**src/rtl/baud_pkg.sv**
```systemverilog
package baud_pkg;
    parameter int CD_W      = 16;
    parameter int BDIV_W    = 8;
    parameter int BDIV_MIN  = 4;
    parameter int CD_RST    = 0;
    parameter int BDIV_RST  = 15;

    typedef struct packed {
        logic [CD_W-1:0]   cd;
        logic [BDIV_W-1:0] bdiv;
    } div_regs_t;

    typedef struct packed {
        logic [CD_W-1:0] cnt;
        logic            tick;
    } presc_state_t;

    typedef struct packed {
        logic [BDIV_W-1:0] cnt;
        logic              tick;
    } bitcnt_state_t;
endpackage

```
**src/rtl/baud_div_regs.sv**
```systemverilog
module baud_div_regs
    import baud_pkg::*;
(
    input  logic              clk,
    input  logic              rst_n,
    input  logic              cd_wr,
    input  logic [CD_W-1:0]   cd_wdata,
    input  logic              bdiv_wr,
    input  logic [BDIV_W-1:0] bdiv_wdata,
    output logic [CD_W-1:0]   cd_val,
    output logic [BDIV_W-1:0] bdiv_val,
    output logic              restart
);
    localparam logic [BDIV_W-1:0] BDIV_FLOOR = BDIV_W'(BDIV_MIN);

    div_regs_t r_d, r_q;

    always_comb begin
        r_d = r_q;
        if (cd_wr) begin
            r_d.cd = cd_wdata;
        end
        if (bdiv_wr) begin
            // Values below the floor are stored as the floor.
            r_d.bdiv = (bdiv_wdata < BDIV_FLOOR) ? BDIV_FLOOR : bdiv_wdata;
        end
    end

    always_ff @(posedge clk or negedge rst_n) begin
        if (!rst_n) begin
            r_q.cd   <= CD_W'(CD_RST);
            r_q.bdiv <= BDIV_W'(BDIV_RST);
        end else begin
            r_q <= r_d;
        end
    end

    assign cd_val   = r_q.cd;
    assign bdiv_val = r_q.bdiv;
    assign restart  = cd_wr | bdiv_wr;

    // the divisor seen by the bit counter never drops below the floor
    a_r5_bdiv_floor: assert property (@(posedge clk) disable iff (!rst_n)
        r_q.bdiv >= BDIV_FLOOR)
        else $error("oversampling divisor below floor");

    // a write lands in the register on the following cycle
    a_r6_cd_loaded: assert property (@(posedge clk) disable iff (!rst_n)
        cd_wr |=> (cd_val == $past(cd_wdata)))
        else $error("clock divisor not loaded");
endmodule

```
**src/rtl/baud_presc.sv**
```systemverilog
module baud_presc
    import baud_pkg::*;
(
    input  logic            clk,
    input  logic            rst_n,
    input  logic [CD_W-1:0] cd_val,
    input  logic            restart,
    output logic            fire,
    output logic            sample_tick
);
    localparam logic [CD_W-1:0] ONE = CD_W'(1);

    presc_state_t s_d, s_q;
    logic         running;

    always_comb begin
        running = (cd_val != '0);
        fire    = running && (s_q.cnt == cd_val - ONE) && !restart;
        s_d     = s_q;
        if (restart || !running || fire) begin
            s_d.cnt = '0;
        end else begin
            s_d.cnt = s_q.cnt + ONE;
        end
        s_d.tick = fire;
    end

    always_ff @(posedge clk or negedge rst_n) begin
        if (!rst_n) begin
            s_q <= '0;
        end else begin
            s_q <= s_d;
        end
    end

    assign sample_tick = s_q.tick;

    // a zero divisor produces no sample strobe
    a_r3_idle_at_zero: assert property (@(posedge clk) disable iff (!rst_n)
        (cd_val == '0) |=> !sample_tick)
        else $error("sample tick with zero divisor");

    // with CD above one the strobe lasts a single cycle
    a_r2_single_cycle: assert property (@(posedge clk) disable iff (!rst_n)
        (sample_tick && cd_val > ONE) |=> !sample_tick)
        else $error("sample tick wider than one cycle");

    // the cycle after a write carries no strobe
    a_r6_quiet_after_write: assert property (@(posedge clk) disable iff (!rst_n)
        restart |=> !sample_tick)
        else $error("sample tick right after restart");
endmodule

```
**src/rtl/baud_bitcnt.sv**
```systemverilog
module baud_bitcnt
    import baud_pkg::*;
(
    input  logic              clk,
    input  logic              rst_n,
    input  logic [BDIV_W-1:0] bdiv_val,
    input  logic              restart,
    input  logic              fire,
    output logic              baud_tick
);
    localparam logic [BDIV_W-1:0] ONE = BDIV_W'(1);

    bitcnt_state_t s_d, s_q;
    logic          last;

    always_comb begin
        last = (s_q.cnt == bdiv_val);
        s_d  = s_q;
        if (restart) begin
            s_d.cnt = '0;
        end else if (fire) begin
            s_d.cnt = last ? '0 : s_q.cnt + ONE;
        end
        s_d.tick = fire && last && !restart;
    end

    always_ff @(posedge clk or negedge rst_n) begin
        if (!rst_n) begin
            s_q <= '0;
        end else begin
            s_q <= s_d;
        end
    end

    assign baud_tick = s_q.tick;

    // the sample counter never runs past the programmed ratio
    a_r4_count_in_range: assert property (@(posedge clk) disable iff (!rst_n)
        s_q.cnt <= bdiv_val)
        else $error("bit counter out of range");
endmodule

```
**src/rtl/baud_tick_gen.sv**
```systemverilog
module baud_tick_gen
    import baud_pkg::*;
(
    input  logic              clk,
    input  logic              rst_n,
    input  logic              cd_wr,
    input  logic [CD_W-1:0]   cd_wdata,
    input  logic              bdiv_wr,
    input  logic [BDIV_W-1:0] bdiv_wdata,
    output logic              sample_tick,
    output logic              baud_tick
);
    logic [CD_W-1:0]   cd_val;
    logic [BDIV_W-1:0] bdiv_val;
    logic              restart;
    logic              fire;

    baud_div_regs u_regs (
        .clk        (clk),
        .rst_n      (rst_n),
        .cd_wr      (cd_wr),
        .cd_wdata   (cd_wdata),
        .bdiv_wr    (bdiv_wr),
        .bdiv_wdata (bdiv_wdata),
        .cd_val     (cd_val),
        .bdiv_val   (bdiv_val),
        .restart    (restart)
    );

    baud_presc u_presc (
        .clk         (clk),
        .rst_n       (rst_n),
        .cd_val      (cd_val),
        .restart     (restart),
        .fire        (fire),
        .sample_tick (sample_tick)
    );

    baud_bitcnt u_bitcnt (
        .clk       (clk),
        .rst_n     (rst_n),
        .bdiv_val  (bdiv_val),
        .restart   (restart),
        .fire      (fire),
        .baud_tick (baud_tick)
    );

    // a bit strobe always coincides with a sample strobe
    a_r4_baud_on_sample: assert property (@(posedge clk) disable iff (!rst_n)
        baud_tick |-> sample_tick)
        else $error("baud tick without sample tick");

    // both outputs quiet while the divisor is zero
    a_r3_baud_idle: assert property (@(posedge clk) disable iff (!rst_n)
        (cd_val == '0) |=> !baud_tick)
        else $error("baud tick with zero divisor");
endmodule

```
**config.mk**
```make
export PLATFORM = sky130hd
export DESIGN_NAME = baud_tick_gen
export DESIGN_NICKNAME = d
export VERILOG_FILES = /design/src/rtl/baud_pkg.sv /design/src/rtl/baud_div_regs.sv /design/src/rtl/baud_presc.sv /design/src/rtl/baud_bitcnt.sv /design/src/rtl/baud_tick_gen.sv
export SDC_FILE = /design/constraint.sdc
export NUM_CORES = 1
export LEC_CHECK = 0
export BUFFER_PORTS_ARGS = -buffer_cell sky130_fd_sc_hd__buf_4
export CAP_MARGIN = 20
export CORE_MARGIN = 3
export CORE_UTILIZATION = 30
export CTS_CLUSTER_DIAMETER = 50
export DETAILED_ROUTE_END_ITERATION = 8
export SYNTH_ARGS = -nofsm -noshare
export SYNTH_HDL_FRONTEND = slang
export SYNTH_SLANG_ARGS = --single-unit
```
**constraint.sdc**
```tcl
create_clock -name clk -period 3.3 [get_ports clk]
set_input_delay 0.495 -clock clk [delete_from_list [all_inputs] [get_ports clk]]
set_output_delay 0.495 -clock clk [all_outputs]
set_load 0.05 [all_outputs]
```
==> results.yml <==
sta:
  min_period_ns: 3.105
  final_max_slew_viol_count: 0
  fin_ws_ns: 0.1949
  fmax_ghz: 0.3220
  hold_viol: 0
  finalCritPeriodShare: 0.9410
  final.setup.tns_ns: 0
  finalSetupViolCount: 0
  slew-limit-headroom: 0.5804
  rsz0062_at_grt: "no"
  skew_ns: 0.01016
  fin_hold_ws_ns: 0.2095
  tightestPinTransition_ns: 0.6294
cts:
  ctsResizeCount: 0
  postCtsSetupBuffers: 0
  root_buffer: "clkbuf_8"
  cts_buffer_depth: 2
  clkTransAtPathRegs_ns: 0.10
  cts_tree: "yes"
  ctsHoldBuffers: 0
  htree_levels: 2
  clkLatencyLatePin_ns: 0.30
  clock-sinks: 50
  cts_buffers: 5
finish:
  final_cell_mix: "46 x dfrtp_1, 37 x nor2_1, 33 x buf_4, 24 x xor2_1, 20 x mux2_2"
  antenna_cells: 0
  final_common_cell: "dfrtp_1"
  fill_cells: 968
  drive_above_1_share: 0.2287
  syn_to_final_growth_pct: 15.84
  multi_input_area_sq_um: 1556
  final_core_util: 0.3610
  nets: 359
  seqCellArea_sq_um: 1256
logic_synthesis:
  synthTopCellsByArea: "dfrtp_1 40%, mux2_2 7.7%, xor2_1 7.2%"
  synth-seq-area-share: 0.4322
  syn_inst: 298
  ys.flop_type: "dfrtp_1"
  synthXorXnorAreaFrac: 0.1175
  synth_edf_count: 0
  synth-seq-cells: 50
  synth_area_sq_um: 2907
  yosys.area.top_type_share: 0.3960
  synth.distinct_cells: 47
  synth_warnings: 0
  async_flop_share: 1.000
  yosys.area_share.simple: 0.2346
  synth_compound_area_frac: 0.08351
  synth_fp_nets: 330
  synthMuxAreaShare: 0.08265
  synth_area_leader_cell: "dfrtp_1"
  synth_top_family_by_area: "simple AND/OR/NAND/NOR gates"
  yosys.area_share.adder: 0.01722
  syn_avg_cell_area_sq_um: 9.753
grt:
  gr-usage-met1: 0.1619
  grt.busiest_layer: "met2"
  grt_pass1_vias: 2170
  globalRouteMet2Util: 0.1905
  grt_max_degree: 51
  overflow: 0
  grt_pass1_wl_microns: 10670
  grtUsageMet3: 0.02731
  antenna_found_initial: 0
  grt_usage: 0.1184
outcome:
  status: "completed"
place:
  gp_congestion: 0.8214
  dp.final_hpwl_microns: 4828
  io_buffers: 29
  place_ws_ns: 0.2037
hold_path:
  hp-class: "primary input to asynchronous set/reset pin"
drt:
  drtPass1Iterations: 4
  drc: 0
  vias_per_cell: 4.987
  drtAntennaViolNets: 0
  num_vias: 2279
  wirelength_microns: 6355
  wl_per_cell_microns: 13.91
  first_iter_violations: 139
job:
  drv_cap: 0
critical_path:
  ff2ff_setup_slack_ns: 0.19
  cp.arrival_ns: 3.33
  startpoint_type: "register"
  crit_required_ns: 3.53
  cp_max_fo: 16
  path_class: "register to register"
  cp-end-kind: "register"
pwr:
  p_leak_nw: 1.437
  p_per_area_nw_per_um2: 370.4
  vdd_drop_max_v: 0.0001673
floorplan:
  die_y_microns: 104.4
  io_pins: 30
  die_area_sq_um: 10910
  rows: 35
  coreArea_sq_um: 9328
  die_x_microns: 104.4
  initial_core_util: 0.3116
[layer usage]
layer | wire length (microns) | vias up
met3 | 370 | 4
li1 | - | 1109
met1 | 2995 | 1106
met4 | 40 | 0
met2 | 2948 | 60
met5 | 0 | -
[synthesized netlist by cell type, drive strengths merged, types with 2 or more instances]
cell type  number
ha              4
dfrtp          46
a21oi           4
dfstp           4
a31oi           2
buf             7
nor3           11
inv             8
a211oi          2
clkbuf          5
nand2b          4
xor2           24
nand4b          3
and3            8
nand2          18
nor2b           3
nand4           2
nor4            8
or4             3
nor3b           5
o21ai           9
a31o            2
a32o            6
xnor2          15
nor2           37
nand3          14
mux2           21
or3             4
o22ai           4
or2             3
[sequential cells by signal, indices dropped and copies added, names as in the netlist]
name                 count
u_regs.cd_val           16
u_presc.sample_tick      1
u_bitcnt.baud_tick       1
u_regs.bdiv_val          8
u_bitcnt.s_q             8
u_presc.s_q             16
[stage by stage]
step / cells / area, sq um / power (mW)
final: 457 / 3367 / 1.247
after global routing: 457 / 3367 / 1.319
after CTS: 457 / 3367 / 1.267
after detailed placement: 449 / 3272 / 0.8950
after global placement: 449 / 3272 / 0.8935
after floorplan: 298 / 2907 / 0.8170
[power breakdown]
group	switching [mW]	leakage (nW)	internal [mW]
Clock	0.197	0.0472	0.169
Combinational	0.0939	0.750	0.101
Sequential	0.0405	0.639	0.646
Total	0.332	1.44	0.915
[worst max-delay path, stage by stage (launching register included)]
cell and delay [ns]:
dfrtp_1 0.47, or4_4 0.61, or3_1 0.48, mux2_4 0.33
a211oi_2 0.23, nor4_1 0.09, buf_4 0.18, or3_1 0.36
buf_12 0.17, nor2_1 0.11
[path summary, 6_finish.rpt]
| check | from | endpoint | cells past startpoint |
|---|---|---|---|
| worst max-delay path | u_regs.cd_val[3]$_DFFE_PN0P_ | u_presc.s_q[7]$_DFF_PN0_ | 9 |
| worst min-delay path | rst_n | u_bitcnt.s_q[5]$_DFFE_PN0P_ | 1 |
| worst max register to register | u_regs.cd_val[3]$_DFFE_PN0P_ | u_presc.s_q[7]$_DFF_PN0_ | 9 |
| worst min register to register | u_regs.bdiv_val[1]$_DFFE_PN1P_ | u_regs.bdiv_val[1]$_DFFE_PN1P_ | 2 |
| max in group asynchronous | rst_n | u_regs.cd_val[12]$_DFFE_PN0P_ | 1 |
| min in group clk | cd_wdata[1] | u_regs.cd_val[1]$_DFFE_PN0P_ | 3 |
[kinds of logic after synthesis]
family / count (synthesis)
flip-flops: 50
buffers and inverters: 20
AND/OR/NAND/NOR: 130
AO/OA/AOI/OAI: 34
adder cells (fa/ha/maj): 4
multiplexers: 21
XOR/XNOR: 39
[area by class of cell]
cell class | count | area share
Clock inverter | 2 | 0.003716
Inverter | 8 | 0.008919
Timing Repair Buffer | 34 | 0.07952
Tap cell | 129 | 0.04794
Clock buffer | 6 | 0.02453
Sequential cell | 50 | 0.3731
Multi-Input combinational cell | 228 | 0.4623
(Power assumes the default switching activity.)
